### src/rtl/adcsp_pkg.sv
package adcsp_pkg;

   typedef struct packed {
      logic cs_fall;
      logic cs_rise;
      logic sck_fall;
      logic sck_rise;
   } adcsp_evt_t;

endpackage

### src/rtl/adcsp_edge_det.sv
module adcsp_edge_det
   import adcsp_pkg::*;
#(
   parameter int SYNC_STAGES = 2
) (
   input  logic       clk,
   input  logic       rst_n,
   input  logic       cs_n,
   input  logic       sclk,
   output adcsp_evt_t evt
);

   logic cs_s;
   logic sk_s;
   logic cs_p;
   logic sk_p;

   generate
      if (SYNC_STAGES == 0) begin : g_direct
         assign cs_s = cs_n;
         assign sk_s = sclk;
      end else begin : g_sync
         logic [SYNC_STAGES-1:0] cs_c;
         logic [SYNC_STAGES-1:0] sk_c;
         always_ff @(posedge clk or negedge rst_n) begin
            if (!rst_n) begin
               cs_c <= '1;
               sk_c <= '1;
            end else begin
               for (int i = SYNC_STAGES - 1; i > 0; i--) begin
                  cs_c[i] <= cs_c[i-1];
                  sk_c[i] <= sk_c[i-1];
               end
               cs_c[0] <= cs_n;
               sk_c[0] <= sclk;
            end
         end
         assign cs_s = cs_c[SYNC_STAGES-1];
         assign sk_s = sk_c[SYNC_STAGES-1];
      end
   endgenerate

   always_ff @(posedge clk or negedge rst_n) begin
      if (!rst_n) begin
         cs_p <= 1'b1;
         sk_p <= 1'b1;
      end else begin
         cs_p <= cs_s;
         sk_p <= sk_s;
      end
   end

   always_comb begin
      evt.cs_fall  = cs_p & ~cs_s;
      evt.cs_rise  = ~cs_p & cs_s;
      evt.sck_fall = sk_p & ~sk_s;
      evt.sck_rise = ~sk_p & sk_s;
   end

endmodule

### src/rtl/adcsp_frame_ctl.sv
module adcsp_frame_ctl
   import adcsp_pkg::*;
#(
   parameter int FRAME_LEN  = 24,
   parameter int HOLD_FALLS = 17,
   parameter int CNT_W      = 5
) (
   input  logic             clk,
   input  logic             rst_n,
   input  adcsp_evt_t       evt,
   output logic [CNT_W-1:0] cnt,
   output logic [CNT_W-1:0] cnt_nxt,
   output logic             in_frame,
   output logic             bit_adv,
   output logic             hold
);

   localparam logic [CNT_W-1:0] CNT_END  = CNT_W'(FRAME_LEN);
   localparam logic [CNT_W-1:0] CNT_HOLD = CNT_W'(HOLD_FALLS);

   // Saturate at the frame end so extra edges keep the line released.
   assign cnt_nxt = (cnt == CNT_END) ? cnt : cnt + 1'b1;
   assign bit_adv = in_frame & evt.sck_fall & ~evt.cs_rise & ~evt.cs_fall;

   always_ff @(posedge clk or negedge rst_n) begin
      if (!rst_n) begin
         cnt      <= '0;
         in_frame <= 1'b0;
         hold     <= 1'b0;
      end else if (evt.cs_fall) begin
         cnt      <= '0;
         in_frame <= 1'b1;
         hold     <= 1'b1;
      end else if (evt.cs_rise) begin
         in_frame <= 1'b0;
         hold     <= 1'b0;
      end else if (in_frame) begin
         if (bit_adv)
            cnt <= cnt_nxt;
         if (evt.sck_rise && cnt >= CNT_HOLD)
            hold <= 1'b0;
      end
   end

endmodule

### src/rtl/adcsp_shifter.sv
module adcsp_shifter
   import adcsp_pkg::*;
#(
   parameter int DATA_W    = 16,
   parameter int LEAD_Z    = 4,
   parameter int FRAME_LEN = 24,
   parameter int CNT_W     = 5
) (
   input  logic              clk,
   input  logic              rst_n,
   input  adcsp_evt_t        evt,
   input  logic              bit_adv,
   input  logic [CNT_W-1:0]  cnt_nxt,
   input  logic [DATA_W-1:0] sample_in,
   output logic              sdo,
   output logic              sdo_oe
);

   localparam int POS_W = (DATA_W > 1) ? $clog2(DATA_W) : 1;

   logic [DATA_W-1:0] word_q;
   logic              bit_nxt;
   logic              last_nxt;
   logic [POS_W-1:0]  pos;

   always_comb begin
      int k;
      k        = int'(cnt_nxt);
      last_nxt = (k >= FRAME_LEN);
      pos      = '0;
      bit_nxt  = 1'b0;
      if (k >= LEAD_Z && k < LEAD_Z + DATA_W) begin
         pos     = POS_W'(DATA_W - 1 - (k - LEAD_Z));
         bit_nxt = word_q[pos];
      end
   end

   always_ff @(posedge clk or negedge rst_n) begin
      if (!rst_n) begin
         word_q <= '0;
         sdo    <= 1'b0;
         sdo_oe <= 1'b0;
      end else if (evt.cs_fall) begin
         word_q <= sample_in;
         sdo    <= 1'b0;
         sdo_oe <= 1'b1;
      end else if (evt.cs_rise) begin
         sdo    <= 1'b0;
         sdo_oe <= 1'b0;
      end else if (bit_adv) begin
         sdo    <= last_nxt ? 1'b0 : bit_nxt;
         sdo_oe <= ~last_nxt;
      end
   end

endmodule

### src/rtl/adc_serial_port.sv
module adc_serial_port
   import adcsp_pkg::*;
#(
   parameter int DATA_W      = 16,
   parameter int LEAD_Z      = 4,
   parameter int TRAIL_Z     = 4,
   parameter int HOLD_FALLS  = 17,
   parameter int SYNC_STAGES = 2
) (
   input  logic              clk,
   input  logic              rst_n,
   input  logic              cs_n,
   input  logic              sclk,
   input  logic [DATA_W-1:0] sample_in,
   output logic              sdo,
   output logic              sdo_oe,
   output logic              hold
);

   localparam int FRAME_LEN = LEAD_Z + DATA_W + TRAIL_Z;
   localparam int CNT_W     = $clog2(FRAME_LEN + 1);

   generate
      if (DATA_W < 1)
         $error("adc_serial_port: DATA_W must be at least 1");
      if (LEAD_Z < 1)
         $error("adc_serial_port: LEAD_Z must be at least 1");
      if (TRAIL_Z < 0)
         $error("adc_serial_port: TRAIL_Z must not be negative");
      if (HOLD_FALLS < 1 || HOLD_FALLS > FRAME_LEN)
         $error("adc_serial_port: HOLD_FALLS out of frame range");
      if (SYNC_STAGES < 0)
         $error("adc_serial_port: SYNC_STAGES must not be negative");
   endgenerate

   adcsp_evt_t       evt;
   logic [CNT_W-1:0] cnt;
   logic [CNT_W-1:0] cnt_nxt;
   logic             in_frame;
   logic             bit_adv;

   adcsp_edge_det #(
      .SYNC_STAGES(SYNC_STAGES)
   ) edge_i (
      .clk  (clk),
      .rst_n(rst_n),
      .cs_n (cs_n),
      .sclk (sclk),
      .evt  (evt)
   );

   adcsp_frame_ctl #(
      .FRAME_LEN (FRAME_LEN),
      .HOLD_FALLS(HOLD_FALLS),
      .CNT_W     (CNT_W)
   ) ctl_i (
      .clk     (clk),
      .rst_n   (rst_n),
      .evt     (evt),
      .cnt     (cnt),
      .cnt_nxt (cnt_nxt),
      .in_frame(in_frame),
      .bit_adv (bit_adv),
      .hold    (hold)
   );

   adcsp_shifter #(
      .DATA_W   (DATA_W),
      .LEAD_Z   (LEAD_Z),
      .FRAME_LEN(FRAME_LEN),
      .CNT_W    (CNT_W)
   ) shf_i (
      .clk      (clk),
      .rst_n    (rst_n),
      .evt      (evt),
      .bit_adv  (bit_adv),
      .cnt_nxt  (cnt_nxt),
      .sample_in(sample_in),
      .sdo      (sdo),
      .sdo_oe   (sdo_oe)
   );

endmodule

### config.mk
export PLATFORM = sky130hd
export DESIGN_NAME = adc_serial_port
export DESIGN_NICKNAME = d
export VERILOG_FILES = /design/src/rtl/adcsp_pkg.sv /design/src/rtl/adcsp_edge_det.sv /design/src/rtl/adcsp_frame_ctl.sv /design/src/rtl/adcsp_shifter.sv /design/src/rtl/adc_serial_port.sv
export SDC_FILE = /design/constraint.sdc
export NUM_CORES = 1
export LEC_CHECK = 0
export ABC_AREA = 1
export BUFFER_PORTS_ARGS = -buffer_cell sky130_fd_sc_hd__buf_2
export CORE_MARGIN = 2
export CORE_UTILIZATION = 50
export CTS_CLUSTER_DIAMETER = 200
export DETAILED_ROUTE_END_ITERATION = 16
export GPL_TIMING_DRIVEN = 0
export PLACE_DENSITY = 0.79
export SYNTH_ARGS = -nofsm -noshare
export SYNTH_HDL_FRONTEND = slang
export SYNTH_SLANG_ARGS = --single-unit
### constraint.sdc
create_clock -name clk -period 2.85 [get_ports clk]
set_clock_uncertainty 0.05 [all_clocks]
set_input_delay 0.57 -clock clk [delete_from_list [all_inputs] [get_ports clk]]
set_output_delay 0.57 -clock clk [all_outputs]
set_load 0.02 [all_outputs]
==> reports/qor.csv <==
stage,metric,value,unit
logic_synthesis,syn_area_per_cell,8.516,µm²
cts,htree_levels,2,
die,rows,20,
cts,cts_root_buf,clkbuf_4,
outcome,status,"finished, final reports clean",
logic_synthesis,synth_top_family_by_area,simple AND/OR/NAND/NOR gates,
drt,vias,1278,
logic_synthesis,synth_xor_area_frac,0.02133,
global_route,grt_first_pass_wirelength,5.223,mm
logic_synthesis,synth-seq-area-share,0.4945,
critical_path,cp.arrival,2.42,ns
drt,drt-total-wl,2.935,mm
sta,fin_tns_setup,0,ns
cells_and_area,nNetsFinal,243,
die,initial_utilization,0.5231,
critical_path,cp-start-kind,register,
critical_path,required,3.02,ns
flow_run,drv_cap,0,
logic_synthesis,synthMuxAreaShare,0,
critical_path,cp_slowest_cell,dfrtp_1,
global_route,grt_max_degree,32,
sta,tightestPinTransition,0.6513,ns
global_route,use_met2,0.3059,
sta,rsz0062_at_grt,no,
sta,setup_slack,0.5967,ns
die,core-area,0.003028,mm²
cells_and_area,fillCellCount,271,
drt,drc_errors,0,
die,ios,23,
drt,first_iter_violations,41,
critical_path,cpPeakStageDelay,0.49,ns
min_path,hp-class,in2async,
logic_synthesis,synth_area,0.001584,mm²
sta,final-hold-violation-count,0,
sta,slew_viol_final,0,
logic_synthesis,yosysTopAreaCell,dfrtp_1,
cts,cts_tree,built,
logic_synthesis,synth_cells,186,
logic_synthesis,yosysWarnings,0,
placed_design,dp_slack,0.6159,ns
cts,ctsHoldBuffers,0,
drt,viasPerCell,4.934,
die,fp.dieW,60.29,µm
cells_and_area,drive_above_1_share,0.2326,
critical_path,cpMostUsedCell,nand2_1,
logic_synthesis,yosys.area_share.simple,0.3167,
critical_path,crit_fanout,6,
sta,clock.fmax,443.8,MHz
sta,fin_crit_sh,0.7906,
global_route,grt_pass1_vias,1164,
critical_path,path_class,reg2reg,
global_route,grt_use_total,0.2062,
placed_design,io_buffers,22,
logic_synthesis,yosys.cell_types.count,30,
global_route,grtUsageMet1,0.2637,
drt,first_pass_iters,5,
die,dieArea,0.003634,mm²
power,peakVddDrop,0.0003742,V
sta,finalSetupViolCount,0,
critical_path,r2r_cells,15,
logic_synthesis,synth_compound_area_frac,0.04976,
placed_design,dpl.hpwl,2.226,mm
drt,detail-route-antenna-nets,0,
critical_path,end_kind,register,
drt,routedWlPerCell,11.33,µm
cells_and_area,area_growth,13.27,%
logic_synthesis,ys_ff_latch,31,
global_route,busiest_layer,met2,
placed_design,gp_congestion,0.8201,
sta,fin_crit,2.253,ns
cts,cts-resized-gates,0,
cts,post_cts_buffers,0,
logic_synthesis,syn-num-nets,214,
cts,cts_sinks,31,
logic_synthesis,yosys.area_share.adder,0.06319,
power,power.density,705.0,mW/mm²
global_route,grt.overflow.total,0,
cts,clkSlewWorstSetupHoldPaths,0.10,ns
cells_and_area,n_antenna_cell,0,
cts,numCtsBuffers,5,
critical_path,path_cells,"inv_2, ha_1, inv_1, nor2_4, nand2_4, nand2_1, inv_1, ha_1, inv_1, nand3_1, nand2_1, nand2_1, nand2_1, nand2_1, nand2_1",
cts,clock_path_buffers,2,
global_route,antenna_found_initial,0,
logic_synthesis,synth_area_leaders,"dfrtp_1, nand2_1, dfstp_2, nand3_1, ha_1",
die,die-height,60.29,µm
global_route,grtUsageMet3,0.04762,
sta,maxSlewHeadroom,0.5658,
cts,clk_latency,0.34,ns
logic_synthesis,synth_top_area_share,0.3949,
power,leakage,0.9491,nW
==> logic make-up (layout without fill, tap and decap cells) <==
family	count (synthesis)	count (layout)
fa+ha+maj	8	8
xor+xnor	3	3
compound gates	12	12
buf+inv	22	51
simple gates	110	110
flops	31	31
==> state kept, by name (all words and copies together) (netlist names) <==
signal              cells
ctl_i.cnt               5
edge_i.sk_p             1
edge_i.g_sync.cs_c      2
edge_i.cs_p             1
shf_i.sdo               1
edge_i.g_sync.sk_c      2
ctl_i.hold              1
shf_i.sdo_oe            1
shf_i.word_q           16
ctl_i.in_frame          1
==> placed cells by master, fill, tap and decap left out <==
cell type	instances
a21oi_1	2
a31oi_1	1
a31oi_2	1
buf_1	1
buf_2	24
clkbuf_1	3
clkbuf_4	5
clkinv_1	1
clkinv_2	1
dfrtp_1	25
dfstp_2	6
ha_1	8
inv_1	13
inv_2	3
nand2_1	75
nand2_2	2
nand2_4	3
nand3_1	22
nand3_2	1
nand3_4	1
nand4_1	1
nor2_1	2
nor2_2	1
nor2_4	1
nor3_1	1
o21ai_0	1
o21ai_1	1
o22ai_1	5
o311ai_1	1
xor2_1	2
xor2_2	1
==> synthesized netlist by cell type <==
library cell  instances
inv_1                13
o311ai_1              1
dfrtp_1              25
nor2_4                1
nand3_1              22
o21ai_0               1
nand2_2               2
o21ai_1               1
xor2_2                1
inv_2                 3
xor2_1                2
clkinv_2              1
dfstp_2               6
a31oi_2               1
nor3_1                1
ha_1                  8
nand2_4               3
nor2_2                1
a31oi_1               1
nand3_4               1
buf_1                 1
clkbuf_1              1
o22ai_1               5
buf_2                 2
nand2_1              75
a21oi_1               2
nor2_1                2
clkinv_1              1
nand3_2               1
nand4_1               1
==> critical path, delay by kind of cell (launching register included) <==
kind          cells  cell delay, ns
flops             1            0.49
fa+ha+maj         2            0.48
simple gates      9            0.75
buf+inv           4            0.37
==> area by class of cell <==
type,count,area (µm²),share of cell area
clock buffers,7,45.04,0.02510
flip-flops and latches,31,783.3,0.4365
well taps,44,55.05,0.03068
inverters,18,68.82,0.03835
multi-input cells,133,714.4,0.3982
repair buffers,22,110.1,0.06137
plain buffers,4,17.52,0.009763
==> where the power goes <==
| part | total (W) | internal [W] | switching (W) |
|---|---|---|---|
| clock | 0.000229 | 0.0000927 | 0.000137 |
| combinational | 0.000479 | 0.000178 | 0.000301 |
| sequential | 0.000556 | 0.000503 | 0.0000537 |
| total | 0.00126 | 0.000774 | 0.000491 |
==> metrics by stage <==
stage | std cells | cell area [µm²] | power [W] | hold WS [ns] | util
2_1_floorplan | 186 | 1584 | 0.0009262 | 0.2244 | -
3_3_place_gp | 252 | 1749 | 0.001032 | 0.2962 | 0.5777
3_5_place_dp | 252 | 1749 | 0.001044 | 0.2970 | 0.5777
4_1_cts | 259 | 1794 | 0.001274 | 0.2092 | 0.5926
5_1_grt | 259 | 1794 | 0.001383 | 0.2486 | 0.5926
6_report | 259 | 1794 | 0.001265 | 0.2012 | 0.5926
==> final timing paths <==
check	slack [ns]	from	end
worst min-delay path	0.20	rst_n	shf_i.word_q[0]
min in group clk	0.28	sclk	edge_i.g_sync.sk_c[0]
worst max-delay path	0.60	ctl_i.cnt[0]	shf_i.sdo
worst max register to register	0.60	ctl_i.cnt[0]	shf_i.sdo
max in group asynchronous	2.12	rst_n	shf_i.word_q[1]
worst min register to register	0.31	edge_i.g_sync.cs_c[0]	edge_i.g_sync.cs_c[1]
==> layer usage <==
metal  vias to the layer above  wire length (µm)
met4                         0               110
met5                         -                 0
met1                       593              1357
li1                        649                 -
met2                        27              1365
met3                         9               101
Note: power is estimated with default switching activity, not from simulation.
